### config.mk
export PLATFORM = sky130hd
export DESIGN_NAME = dsc_dirty_upd
export DESIGN_NICKNAME = d
export VERILOG_FILES = /design/src/rtl/dsc_dirty_pkg.sv /design/src/rtl/dsc_dirty_rstsync.sv /design/src/rtl/dsc_dirty_decide.sv /design/src/rtl/dsc_dirty_dp.sv /design/src/rtl/dsc_dirty_ctrl.sv /design/src/rtl/dsc_dirty_upd.sv
export SDC_FILE = /design/constraint.sdc
export NUM_CORES = 1
export LEC_CHECK = 0
export BUFFER_PORTS_ARGS = -buffer_cell sky130_fd_sc_hd__buf_2
export CAP_MARGIN = 5
export CORE_MARGIN = 5
export CORE_UTILIZATION = 25
export CTS_BUF_LIST = sky130_fd_sc_hd__clkbuf_16
export DETAILED_ROUTE_END_ITERATION = 8
export GPL_ROUTABILITY_DRIVEN = 1
export MAX_ROUTING_LAYER = met4
export SLEW_MARGIN = 30
export SYNTH_ARGS = -nofsm -noshare
export SYNTH_HDL_FRONTEND = slang
export SYNTH_HIERARCHICAL = 1
export SYNTH_SLANG_ARGS = --single-unit
### constraint.sdc
create_clock -name clk -period 8.5 [get_ports clk]
set_clock_uncertainty 0.1 [all_clocks]
set_input_delay 1.7 -clock clk [delete_from_list [all_inputs] [get_ports clk]]
set_output_delay 1.7 -clock clk [all_outputs]
set_load 0.03 [all_outputs]
### src/rtl/dsc_dirty_pkg.sv
package dsc_dirty_pkg;

  typedef enum logic [2:0] {
    ST_IDLE,
    ST_FETCH,
    ST_LOCK_RD,
    ST_WRBACK,
    ST_RESP
  } dsc_state_e;

  typedef enum logic [1:0] {
    VD_GRANT,
    VD_XLAT,
    VD_PERM,
    VD_MARK
  } dsc_verdict_e;

  localparam logic [1:0] FLT_NONE = 2'd0;
  localparam logic [1:0] FLT_XLAT = 2'd1;
  localparam logic [1:0] FLT_PERM = 2'd2;

endpackage

### src/rtl/dsc_dirty_rstsync.sv
module dsc_dirty_rstsync #(
  parameter int STAGES = 2
) (
  input  logic clk,
  input  logic arst_n,
  output logic srst_n
);

  logic [STAGES-1:0] sync_q;
  logic [STAGES-1:0] sync_d;

  generate
    if (STAGES == 1) begin : g_single
      assign sync_d = 1'b1;
    end else begin : g_chain
      assign sync_d = {sync_q[STAGES-2:0], 1'b1};
    end
  endgenerate

  always_ff @(posedge clk or negedge arst_n) begin
    if (!arst_n) sync_q <= '0;
    else         sync_q <= sync_d;
  end

  assign srst_n = sync_q[STAGES-1];

endmodule

### src/rtl/dsc_dirty_decide.sv
module dsc_dirty_decide
  import dsc_dirty_pkg::*;
#(
  parameter int DATA_W  = 64,
  parameter int VLD_BIT = 0,
  parameter int RO_BIT  = 7,
  parameter int MOD_BIT = 51
) (
  input  logic [DATA_W-1:0] desc,
  input  logic              is_write,
  input  logic              upd_en,
  output dsc_verdict_e      verdict,
  output logic [DATA_W-1:0] marked
);

  localparam logic [DATA_W-1:0] RO_MASK = {{(DATA_W-1){1'b0}}, 1'b1} << RO_BIT;

  logic page_valid;
  logic page_ro;
  logic track_ok;

  assign page_valid = desc[VLD_BIT];
  assign page_ro    = desc[RO_BIT];
  assign track_ok   = desc[MOD_BIT] & upd_en;

  always_comb begin
    if (!page_valid)                verdict = VD_XLAT;
    else if (!is_write || !page_ro) verdict = VD_GRANT;
    else if (track_ok)              verdict = VD_MARK;
    else                            verdict = VD_PERM;
  end

  assign marked = desc & ~RO_MASK;

endmodule

### src/rtl/dsc_dirty_dp.sv
module dsc_dirty_dp #(
  parameter int ADDR_W = 32,
  parameter int DATA_W = 64
) (
  input  logic              clk,
  input  logic              rst_n,
  input  logic              accept,
  input  logic              req_write,
  input  logic [ADDR_W-1:0] req_addr,
  input  logic              upd_en,
  input  logic              desc_ld,
  input  logic [DATA_W-1:0] desc_in,
  input  logic              res_ld,
  input  logic              res_grant,
  input  logic [1:0]        res_fault,
  output logic [ADDR_W-1:0] addr_q,
  output logic              wr_q,
  output logic              en_q,
  output logic [DATA_W-1:0] desc_q,
  output logic              grant_q,
  output logic [1:0]        fault_q
);

  logic [ADDR_W-1:0] addr_d;
  logic              wr_d;
  logic              en_d;
  logic [DATA_W-1:0] desc_d;
  logic              grant_d;
  logic [1:0]        fault_d;

  always_comb begin
    addr_d  = addr_q;
    wr_d    = wr_q;
    en_d    = en_q;
    desc_d  = desc_q;
    grant_d = grant_q;
    fault_d = fault_q;
    if (accept) begin
      addr_d = req_addr;
      wr_d   = req_write;
      en_d   = upd_en;
    end
    if (desc_ld) desc_d = desc_in;
    if (res_ld) begin
      grant_d = res_grant;
      fault_d = res_fault;
    end
  end

  always_ff @(posedge clk or negedge rst_n) begin
    if (!rst_n) begin
      addr_q  <= '0;
      wr_q    <= 1'b0;
      en_q    <= 1'b0;
      desc_q  <= '0;
      grant_q <= 1'b0;
      fault_q <= 2'd0;
    end else begin
      addr_q  <= addr_d;
      wr_q    <= wr_d;
      en_q    <= en_d;
      desc_q  <= desc_d;
      grant_q <= grant_d;
      fault_q <= fault_d;
    end
  end

endmodule

### src/rtl/dsc_dirty_ctrl.sv
module dsc_dirty_ctrl
  import dsc_dirty_pkg::*;
(
  input  logic         clk,
  input  logic         rst_n,
  input  logic         req_valid,
  input  logic         mem_ack,
  input  dsc_verdict_e verdict,
  output logic         req_ready,
  output logic         accept,
  output logic         rsp_valid,
  output logic         mem_req,
  output logic         mem_we,
  output logic         mem_lock,
  output logic         desc_ld,
  output logic         res_ld,
  output logic         res_grant,
  output logic [1:0]   res_fault
);

  dsc_state_e state_q;
  dsc_state_e state_d;

  assign req_ready = (state_q == ST_IDLE) && rst_n;
  assign accept    = req_valid && req_ready;
  assign rsp_valid = (state_q == ST_RESP);
  assign mem_req   = (state_q == ST_FETCH) || (state_q == ST_LOCK_RD) || (state_q == ST_WRBACK);
  assign mem_we    = (state_q == ST_WRBACK);
  assign mem_lock  = (state_q == ST_LOCK_RD) || (state_q == ST_WRBACK);

  // result mapping: a completed write-back always grants
  always_comb begin
    if (state_q == ST_WRBACK) begin
      res_fault = FLT_NONE;
    end else begin
      case (verdict)
        VD_XLAT: res_fault = FLT_XLAT;
        VD_PERM: res_fault = FLT_PERM;
        default: res_fault = FLT_NONE;
      endcase
    end
    res_grant = (res_fault == FLT_NONE);
  end

  always_comb begin
    state_d = state_q;
    desc_ld = 1'b0;
    res_ld  = 1'b0;
    case (state_q)
      ST_IDLE: begin
        if (accept) state_d = ST_FETCH;
      end
      ST_FETCH: begin
        if (mem_ack) begin
          if (verdict == VD_MARK) begin
            state_d = ST_LOCK_RD;
          end else begin
            res_ld  = 1'b1;
            state_d = ST_RESP;
          end
        end
      end
      ST_LOCK_RD: begin
        if (mem_ack) begin
          if (verdict == VD_MARK) begin
            desc_ld = 1'b1;
            state_d = ST_WRBACK;
          end else begin
            res_ld  = 1'b1;
            state_d = ST_RESP;
          end
        end
      end
      ST_WRBACK: begin
        if (mem_ack) begin
          res_ld  = 1'b1;
          state_d = ST_RESP;
        end
      end
      ST_RESP: state_d = ST_IDLE;
      default: state_d = ST_IDLE;
    endcase
  end

  always_ff @(posedge clk or negedge rst_n) begin
    if (!rst_n) state_q <= ST_IDLE;
    else        state_q <= state_d;
  end

endmodule

### src/rtl/dsc_dirty_upd.sv
module dsc_dirty_upd
  import dsc_dirty_pkg::*;
#(
  parameter int ADDR_W      = 32,
  parameter int DATA_W      = 64,
  parameter int VLD_BIT     = 0,
  parameter int RO_BIT      = 7,
  parameter int MOD_BIT     = 51,
  parameter int SYNC_STAGES = 2
) (
  input  logic              clk,
  input  logic              rst_n,
  input  logic              upd_en,
  input  logic              req_valid,
  output logic              req_ready,
  input  logic              req_write,
  input  logic [ADDR_W-1:0] req_addr,
  output logic              rsp_valid,
  output logic              rsp_grant,
  output logic [1:0]        rsp_fault,
  output logic              mem_req,
  output logic              mem_we,
  output logic              mem_lock,
  output logic [ADDR_W-1:0] mem_addr,
  output logic [DATA_W-1:0] mem_wdata,
  input  logic              mem_ack,
  input  logic [DATA_W-1:0] mem_rdata
);

  logic              rst_q_n;
  logic              accept;
  logic              desc_ld;
  logic              res_ld;
  logic              res_grant;
  logic [1:0]        res_fault;
  logic              wr_q;
  logic              en_q;
  logic              grant_q;
  logic [1:0]        fault_q;
  logic [DATA_W-1:0] marked;
  logic [DATA_W-1:0] desc_q;
  dsc_verdict_e      verdict;

  dsc_dirty_rstsync #(.STAGES(SYNC_STAGES)) u_rst (
    .clk    (clk),
    .arst_n (rst_n),
    .srst_n (rst_q_n)
  );

  dsc_dirty_decide #(
    .DATA_W  (DATA_W),
    .VLD_BIT (VLD_BIT),
    .RO_BIT  (RO_BIT),
    .MOD_BIT (MOD_BIT)
  ) u_dec (
    .desc     (mem_rdata),
    .is_write (wr_q),
    .upd_en   (en_q),
    .verdict  (verdict),
    .marked   (marked)
  );

  dsc_dirty_ctrl u_ctrl (
    .clk       (clk),
    .rst_n     (rst_q_n),
    .req_valid (req_valid),
    .mem_ack   (mem_ack),
    .verdict   (verdict),
    .req_ready (req_ready),
    .accept    (accept),
    .rsp_valid (rsp_valid),
    .mem_req   (mem_req),
    .mem_we    (mem_we),
    .mem_lock  (mem_lock),
    .desc_ld   (desc_ld),
    .res_ld    (res_ld),
    .res_grant (res_grant),
    .res_fault (res_fault)
  );

  dsc_dirty_dp #(.ADDR_W(ADDR_W), .DATA_W(DATA_W)) u_dp (
    .clk       (clk),
    .rst_n     (rst_q_n),
    .accept    (accept),
    .req_write (req_write),
    .req_addr  (req_addr),
    .upd_en    (upd_en),
    .desc_ld   (desc_ld),
    .desc_in   (marked),
    .res_ld    (res_ld),
    .res_grant (res_grant),
    .res_fault (res_fault),
    .addr_q    (mem_addr),
    .wr_q      (wr_q),
    .en_q      (en_q),
    .desc_q    (desc_q),
    .grant_q   (grant_q),
    .fault_q   (fault_q)
  );

  assign mem_wdata = desc_q;
  assign rsp_grant = grant_q;
  assign rsp_fault = fault_q;

endmodule

# Yosys cells after proc, flatten, opt, wreduce, memory -nomap -nowiden

Index checks and enable logic that the tools add are counted.

Equality and inequality tests: 11
Muxes and demuxes: 19
Reduce and logical (&&, ||, !) cells: 12
Bitwise logic cells: 1

Operators with widths:

| operator                                             | count |
|---|---|
| 2-to-1 mux 3 bit                                     | 6 |
| case mux 3 bit (4 select lines)                      | 1 |
| 2-to-1 mux 1 bit                                     | 7 |
| equality test 3 x 2 -> 1 bit (second input constant) | 2 |
| 2-to-1 mux 2 bit                                     | 3 |
| != test 2 bit (second input constant)                | 3 |
| equality test 2 bit (second input constant)          | 2 |
| logical OR 1 bit                                     | 4 |
| case mux 2 bit (2 select lines)                      | 1 |
| AND reduction 4 bit                                  | 1 |
| equality test 3 x 1 -> 1 bit (second input constant) | 1 |
| equality test 3 bit (second input constant)          | 1 |
| logical NOT 3 bit                                    | 1 |
| equality test 2 x 1 -> 1 bit (second input constant) | 1 |
| logical AND 1 bit                                    | 2 |
| logical NOT 1 bit                                    | 2 |
| logical NOT 2 bit                                    | 1 |
| != test 2 x 1 -> 1 bit (second input constant)       | 1 |
| case mux 1 bit (2 select lines)                      | 1 |
| OR reduction 2 bit                                   | 1 |
| AND 1 bit                                            | 1 |

Word-level logic and storage cells: 51
Register bits: 105
Output and inout port bits: 104

# Longest topological paths before layout

Gate-level depths: netlist of the first run.

Depth in word-level cells: 8
Depth in mapped cells: 7
Gate-level depth less buffers: 6

# Hierarchy

The synthesis of the first run kept the hierarchy.

By module, submodules not included:

| module            | cells an instance | area an instance (sq um) | sequential area each (sq um) | instances |
|---|---|---|---|---|
| dsc_dirty_dp      | 213               | 4077.7                   | 2527.4                       | 1 |
| dsc_dirty_decide  | 68                | 500.5                    | 0.0                          | 1 |
| dsc_dirty_ctrl    | 29                | 257.7                    | 75.1                         | 1 |
| dsc_dirty_rstsync | 3                 | 53.8                     | 50.0                         | 1 |

# Least setup slack after synthesis of the first run

Ideal clock, no wire load.

Kind: register to output
Start point: register u_rst.sync_q[1]
End point: output port req_ready
Cell stages (with the launch flop): 2
Required time: 6.700 ns
Data arrival time: 3.515 ns
Path buffers: 0
Path slack: 3.185 ns
Path through: dfrtp_1 > nor4b_2

Longest elaborated chain between the ends: 1

RTL lines:

| what                   | RTL line                | text |
|---|---|---|
| start, declared        | dsc_dirty_rstsync.sv:9  | `logic [STAGES-1:0] sync_q;` |
| start signal, assigned | dsc_dirty_rstsync.sv:22 | `else sync_q <= sync_d;` |
| logical AND 1 bit      | dsc_dirty_ctrl.sv:24    | `assign req_ready = (state_q == ST_IDLE) && rst_n;` |
| end, declared          | dsc_dirty_upd.sv:15     | `output logic req_ready,` |

No other way between the ends.

# Worst setup path in the final report of the first run

Start point: input port mem_rdata[0]
End point: register u_dp.desc_q[1]

Longest elaborated chain between the ends: 5

RTL lines:

| what                 | RTL line               | text |
|---|---|---|
| start, declared      | dsc_dirty_upd.sv:27    | `input logic [DATA_W-1:0] mem_rdata` |
| 2-to-1 mux 2 bit     | dsc_dirty_decide.sv:27 | `if (!page_valid) verdict = VD_XLAT;` |
| named net verdict[1] | dsc_dirty_upd.sv:42    | `dsc_verdict_e verdict;` |
| equality test 2 bit  | dsc_dirty_ctrl.sv:65   | `if (verdict == VD_MARK) begin` |
| 2-to-1 mux 1 bit     | dsc_dirty_ctrl.sv:65   |  |
| 2-to-1 mux 1 bit     | dsc_dirty_ctrl.sv:64   | `if (mem_ack) begin` |
| 2-to-1 mux 1 bit     | dsc_dirty_ctrl.sv:49   | `case (state_q)` |
| named net desc_ld    | dsc_dirty_upd.sv:32    | `logic desc_ld;` |
| end signal, assigned | dsc_dirty_dp.sv:62     | `desc_q <= desc_d;` |
| end, declared        | dsc_dirty_dp.sv:19     | `output logic [DATA_W-1:0] desc_q,` |

The timed path passes the listed nets, and every way through them passes these cells.
A chain may end at the register's enable or synchronous reset.

==> results.sh, run 1 <==
export IMPL_crit_arrival_ns=3.74
export IMPL_synthTopCellsByArea="dfrtp_1 54%, mux2_4 19%, buf_4 9.8%, mux2_2 8.8%, buf_12 2.5%"
export IMPL_ctsHoldBuffers=0
export IMPL_post_route_util_pct=30.7
export IMPL_r2r_cells=5
export IMPL_p_leak_nw=3.13
export IMPL_synthXorXnorAreaFrac_pct=0.179
export IMPL_core_um2=19300
export IMPL_cts_made_buffers=9
export IMPL_syn_inst=313
export IMPL_cts_setup_buffers=0
export IMPL_synth_compound_area_share_pct=0.563
export IMPL_syn_num_nets=415
export IMPL_clk_latency_ns=0.34
export IMPL_met3_length_um=828
export IMPL_critical_path_peak_fanout=56
export IMPL_drive_above_1_share_pct=71.6
export IMPL_grt_pass1_vias=3157
export IMPL_num_vias=2823
export IMPL_slew_violations=0
export IMPL_die_height_um=150
export IMPL_avgSynthCellArea_um2=15.6
export IMPL_crit_chain="buf_2 -> and3_1 -> and3_1 -> and3b_4 -> buf_6 -> mux2_2"
export IMPL_cts_resized=0
export IMPL_power_mw=1.60
export IMPL_syn2layout_area_growth_pct=21.5
export IMPL_synthFlopType="dfrtp_1"
export IMPL_top_layer_used="met4"
export IMPL_grt_overflow=0
export IMPL_synth_area_um2=4890
export IMPL_holdWs_ns=0.217
export IMPL_finalSetupViolCount=0
export IMPL_final_hold_violation_count=0
export IMPL_port_buffers=205
export IMPL_synth_simple_area_share_pct=2.92
export IMPL_ios=206
export IMPL_setup_tns_ns=0
export IMPL_grt_pass1_wl_um=16400
export IMPL_slew_headroom_pct=49.2
export IMPL_synth_distinct_cells=28
export IMPL_finalWirelength_um=10600
export IMPL_cts_tree="done"
export IMPL_initial_core_util_pct=25.3
export IMPL_fmax_ghz=0.278
export IMPL_fill_cells=1968
export IMPL_r2r_start="u_dp/wr_q"
export IMPL_row_count=51
export IMPL_cpMaxStageDelayCell="buf_6"
export IMPL_worstMarginPinSlew_ns=0.762
export IMPL_synthAdderAreaFrac_pct=0.230
export IMPL_fin_crit_ns=3.60
export IMPL_hp_class="flop to async pin"
export IMPL_run_status="finished clean"
export IMPL_drtIter0Drc=78
export IMPL_crit_type="input pin to flop"
export IMPL_route_met2_wl_um=5230
export IMPL_r2r_end="u_dp/desc_q[1]"
export IMPL_power_density_nw_per_um2=269
export IMPL_yosysMostFrequentCell="dfrtp_1"
export IMPL_netlist_area_leader_share_pct=54.2
export IMPL_grt_antenna_before_repair=1
export IMPL_place_area_um2=5620
export IMPL_grt_total_usage_pct=9.62
export IMPL_root_buffer="clkbuf_16"
export IMPL_synth_edf_count=0
export IMPL_crit_required_ns=8.64
export IMPL_cts_sinks=106
export IMPL_synth_top_family_by_area="multiplexers"
export IMPL_synth_seq_area_share_pct=54.2
export IMPL_yosysWarnings=6
export IMPL_viasPerCell=3.88
export IMPL_gp_congestion=0.771
export IMPL_async_reset_ff_share_pct=100
export IMPL_drt_pass1_iter_count=4
export IMPL_drv_cap=0
export IMPL_synth_mux_area_share_pct=28.1
export IMPL_synth_common_cells="106 x dfrtp_1, 64 x buf_4, 63 x mux2_4, 38 x mux2_2, 6 x buf_12"
export IMPL_rrSetupSlack_ns=5.97
export IMPL_cp_end_kind="flop"
export IMPL_die_area_um2=22500
export IMPL_yosys_area_top_type="dfrtp_1"
export IMPL_hpwl_um=7750
export IMPL_route_detailed_drc=0
export IMPL_fin_nets=559
export IMPL_cts_max_level=3
export IMPL_rsz0062_at_grt="no"
export IMPL_fin_area_um2=5940
export IMPL_avgRoutedWirePerCell_um=14.5
export IMPL_dieWidth_um=150
export IMPL_grt_max_degree=66
export IMPL_ys_ff_latch=106
export IMPL_timing_final_crit_share_pct=42.4
export IMPL_antenna_left=0
export IMPL_slowest_delay_ns=0.62
export IMPL_clock_path_buffers=2
export IMPL_crit_top_cell="and3_1"
export IMPL_m1WireLength_um=4300
export IMPL_cp_start_kind="input pin"
export IMPL_max_vdd_ir_drop_uv=146
export IMPL_cts_clk_slew_worst_paths_ns=0.08
cells by family after synthesis:
logic type / after synthesis
AO/OA/AOI/OAI: 4
XOR/XNOR: 1
adder cells (fa/ha/maj): 1
buffers and inverters: 77
flip-flops: 106
multiplexers: 101
other: 2
AND/OR/NAND/NOR: 21
worst max-delay path: cells and delay by family:
family	cells	cell delay, ns
buffers and inverters	2	0.72
muxes	1	0.41
and+or+nand+nor	3	0.84
layout by cell type, fill, tap and decap left out, drive strengths merged, types with 3 or more instances in the layout:
cell type / netlist / final
nand2: 3 / 3
inv: 1 / 4
clkbuf: 0 / 9
and2: 3 / 3
buf: 76 / 209
clkinv: 0 / 3
mux2: 101 / 101
and3b: 3 / 3
dfrtp: 106 / 106
worst max-delay path by stage:
stage | startpoint | end | slack, ns | depth (start not counted)
6_report | mem_rdata[0] | u_dp/desc_q[1] | 4.90 | 6
3_5_place_dp | mem_rdata[0] | u_dp/desc_q[63] | 4.30 | 6
3_3_place_gp | mem_rdata[0] | u_dp/desc_q[63] | 4.38 | 6
4_1_cts | mem_rdata[0] | u_dp/desc_q[63] | 4.68 | 6
2_1_floorplan | u_rst/sync_q[1] | req_ready | 3.19 | 1
5_1_grt | u_rst/sync_q[1] | req_ready | 4.77 | 2
layout make-up:
cell class | instances | area, um^2 | area share (%)
clock inverter | 7 | 73.8 | 1.24
timing repair buffer | 209 | 1070 | 18.0
tap | 265 | 332 | 5.58
antenna | 1 | 2.50 | 0.0421
sequential | 106 | 2660 | 44.7
clock buffer | 9 | 225 | 3.79
multi-input combinational | 130 | 1580 | 26.5
inverter | 1 | 3.75 | 0.0632
metrics by stage:
stage	worst slack, ns	std cells
detailed placement	4.30	710
floorplan	3.19	313
finish	4.90	728
CTS	4.68	726
global placement	4.38	710
global route	4.77	728
where the power goes:
part           leakage [nW]  total, mW  internal [mW]  switching, mW
registers              1.40      0.669          0.607         0.0621
clock network         0.148      0.425          0.231          0.194
logic                  1.59      0.504          0.193          0.312
total                  3.13       1.60           1.03          0.567
sequential cells by signal (all words and copies together), names as in the netlist:
register and count:
u_dp/desc_q 64, u_dp/addr_q 32, u_ctrl/state_q 3, u_dp/fault_q 2
u_dp/grant_q 1, u_dp/wr_q 1, u_rst/sync_q 2, u_dp/en_q 1
metal layers:
metal / vias to the layer above / track usage, %
met5: - / -
met2: 115 / 15.5
met4: 0 / 3.75
li1: 1290 / -
met1: 1403 / 11.0
met3: 15 / 3.39
Note: power is estimated with default switching activity, not from simulation.
==> inputs of run 2 (changes only) <==
==> constraint.sdc (replaced) <==
create_clock -name clk -period 3.05 [get_ports clk]
set_clock_uncertainty 0.1 [all_clocks]
set_input_delay 0.61 -clock clk [delete_from_list [all_inputs] [get_ports clk]]
set_output_delay 0.61 -clock clk [all_outputs]
set_load 0.03 [all_outputs]
==> run 2 against run 1 <==
Net effect: via count decreased by 0.25%; first-iteration DRC count increased by 5.1%; cell area increased by 0.38%; global-route usage increased by 0.31 points; clock-buffer cell count unchanged; sequential share of layout area decreased by 0.17 points; worst hold slack improved by 0.037 ns; critical path depth decreased by 1; clock power increased by 140%; flip-flop and latch count unchanged; combinational power increased to 2.8 times the previous value; non-clock buffer count increased by 5; largest power group unchanged; highest routed layer unchanged.
==> results.sh, run 2 (synthesis results as in run 1) <==
export IMPL_run_status="finished clean"
export IMPL_clkPwrFrac_pct=24.1
export IMPL_hpwl_um=8150
export IMPL_clock_path_buffers=2
export IMPL_crit_arrival_ns=2.37
export IMPL_multi_input_area_um2=1580
export IMPL_die_area_um2=22500
export IMPL_dp_slack_ns=0.459
export IMPL_mostFrequentLayoutCells="205 x buf_2, 105 x dfrtp_1, 63 x mux2_4"
export IMPL_route_detailed_drc=0
export IMPL_cts_setup_buffers=0
export IMPL_grt_use_met3_pct=2.36
export IMPL_fin_cells=731
export IMPL_p_leak_nw=3.14
export IMPL_finalSetupViolCount=0
export IMPL_largest_reg_flops=64
export IMPL_slew_violations=0
export IMPL_grt_antenna_before_repair=0
export IMPL_cp_start_kind="flop"
export IMPL_dp_cells=714
export IMPL_critical_path_peak_fanout=27
export IMPL_port_buffers=205
export IMPL_regMostFlops="u_dp/desc_q"
export IMPL_power_density_nw_per_um2=725
export IMPL_seqCellArea_um2=2660
export IMPL_syn2layout_area_growth_pct=22.0
export IMPL_gp_congestion=0.799
export IMPL_power_mw=4.33
export IMPL_n_antenna_cell=0
export IMPL_grt_pass1_wl_um=16800
export IMPL_cp_end_kind="flop"
export IMPL_mostFrequentLayoutCell="buf_2"
export IMPL_dieWidth_um=150
export IMPL_drv_cap=0
export IMPL_finalWirelength_um=10900
export IMPL_timing_final_crit_share_pct=73.6
export IMPL_busiest_layer="met2"
export IMPL_crit_required_ns=3.18
export IMPL_cts_max_level=3
export IMPL_cts_resized=0
export IMPL_max_vdd_ir_drop_uv=373
export IMPL_fin_crit_ns=2.25
export IMPL_drtIter0Drc=82
export IMPL_drive_above_1_share_pct=71.7
export IMPL_drt_pass1_iter_count=4
export IMPL_initial_core_util_pct=25.3
export IMPL_slew_headroom_pct=62.4
export IMPL_grt_pass1_vias=3154
export IMPL_cts_tree="done"
export IMPL_worstMarginPinSlew_ns=0.564
export IMPL_cts_clk_slew_worst_paths_ns=0.07
export IMPL_place_area_um2=5670
export IMPL_num_vias=2816
export IMPL_fill_cells=1957
export IMPL_final_hold_violation_count=0
export IMPL_setup_tns_ns=0
export IMPL_fin_nets=564
export IMPL_fmax_ghz=0.445
export IMPL_cts_made_buffers=9
export IMPL_p_sw_mw=1.55
export IMPL_cts_sinks=106
export IMPL_swShare_pct=35.8
export IMPL_viasPerCell=3.85
export IMPL_grt_max_degree=64
export IMPL_root_buffer="clkbuf_16"
export IMPL_antenna_left=0
export IMPL_avgRoutedWirePerCell_um=14.9
export IMPL_post_route_util_pct=30.8
export IMPL_grt_total_usage_pct=9.93
export IMPL_reg_top3="u_dp/desc_q x64, u_dp/addr_q x32, u_ctrl/state_q x3"
export IMPL_use_met1_pct=12.1
export IMPL_ios=206
export IMPL_sequentialPowerShare_pct=43.0
export IMPL_p_int_mw=2.78
export IMPL_grt_overflow=0
export IMPL_hp_class="flop to flop"
export IMPL_combPwrFrac_pct=33.0
export IMPL_fin_ws_ns=0.805
export IMPL_holdWs_ns=0.254
export IMPL_rsz0062_at_grt="no"
export IMPL_clk_latency_ns=0.34
export IMPL_grtUsageMet2_pct=15.2
export IMPL_die_height_um=150
export IMPL_row_count=51
export IMPL_fin_area_um2=5960
export IMPL_crit_type="flop to flop"
export IMPL_core_um2=19300
run 2: changes by cell type in the layout (fill, tap and decap cells not counted), sizes merged:
cell / change
bufinv: -1
diode: -1
dlygate4sd3: +1
clkinv: -2
buf: +4
clkinvlp: +2
run 2: area by class of cell:
| class | count | share of cell area [%] |
|---|---|---|
| clock buffers | 9 | 3.78 |
| clock inverters | 6 | 0.608 |
| inverters | 1 | 0.0629 |
| multi-input cells | 130 | 26.4 |
| flip-flops and latches | 106 | 44.5 |
| well taps | 265 | 5.56 |
| repair buffers | 214 | 19.0 |
run 2: critical path, cell delays in order, from the launching register on:
cell and delay [ns]:
dfrtp_1 0.37, and3_1 0.28, and3_1 0.23, and3b_4 0.51, buf_12 0.29, mux2_4 0.33
run 2: worst paths after layout:
path	from	to	slack, ns	depth (start not counted)
min reg2reg	u_rst/sync_q[0]	u_rst/sync_q[1]	0.25	0
min	u_rst/sync_q[0]	u_rst/sync_q[1]	0.25	0
max in group asynchronous	u_rst/sync_q[1]	u_dp/addr_q[25]	1.45	3
min in group asynchronous	u_rst/sync_q[1]	u_dp/desc_q[23]	0.35	1
max	u_dp/wr_q	u_dp/desc_q[24]	0.80	5
max reg2reg	u_dp/wr_q	u_dp/desc_q[24]	0.80	5
run 2: routing by layer:
layer / part of all wire [%] / wire length (um)
met5: 0 / 0
met4: 2.8 / 306
met2: 48 / 5200
met1: 42 / 4610
met3: 7.0 / 762
run 2: power groups by stage:
stage	clock [mW]	combinational, mW	sequential, mW
2_1_floorplan	0	0.514	2.40
3_3_place_gp	0	1.42	1.88
3_5_place_dp	0	1.45	1.89
4_1_cts	1.11	1.45	1.86
5_1_grt	1.16	1.52	1.90
6_report	1.04	1.43	1.86
run 2: repair_timing:
item / in CTS / in global routing
endpoints found under the setup margin: 0 / 0
endpoints found under the hold margin: 2 / 0
hold buffers: 1 / 0
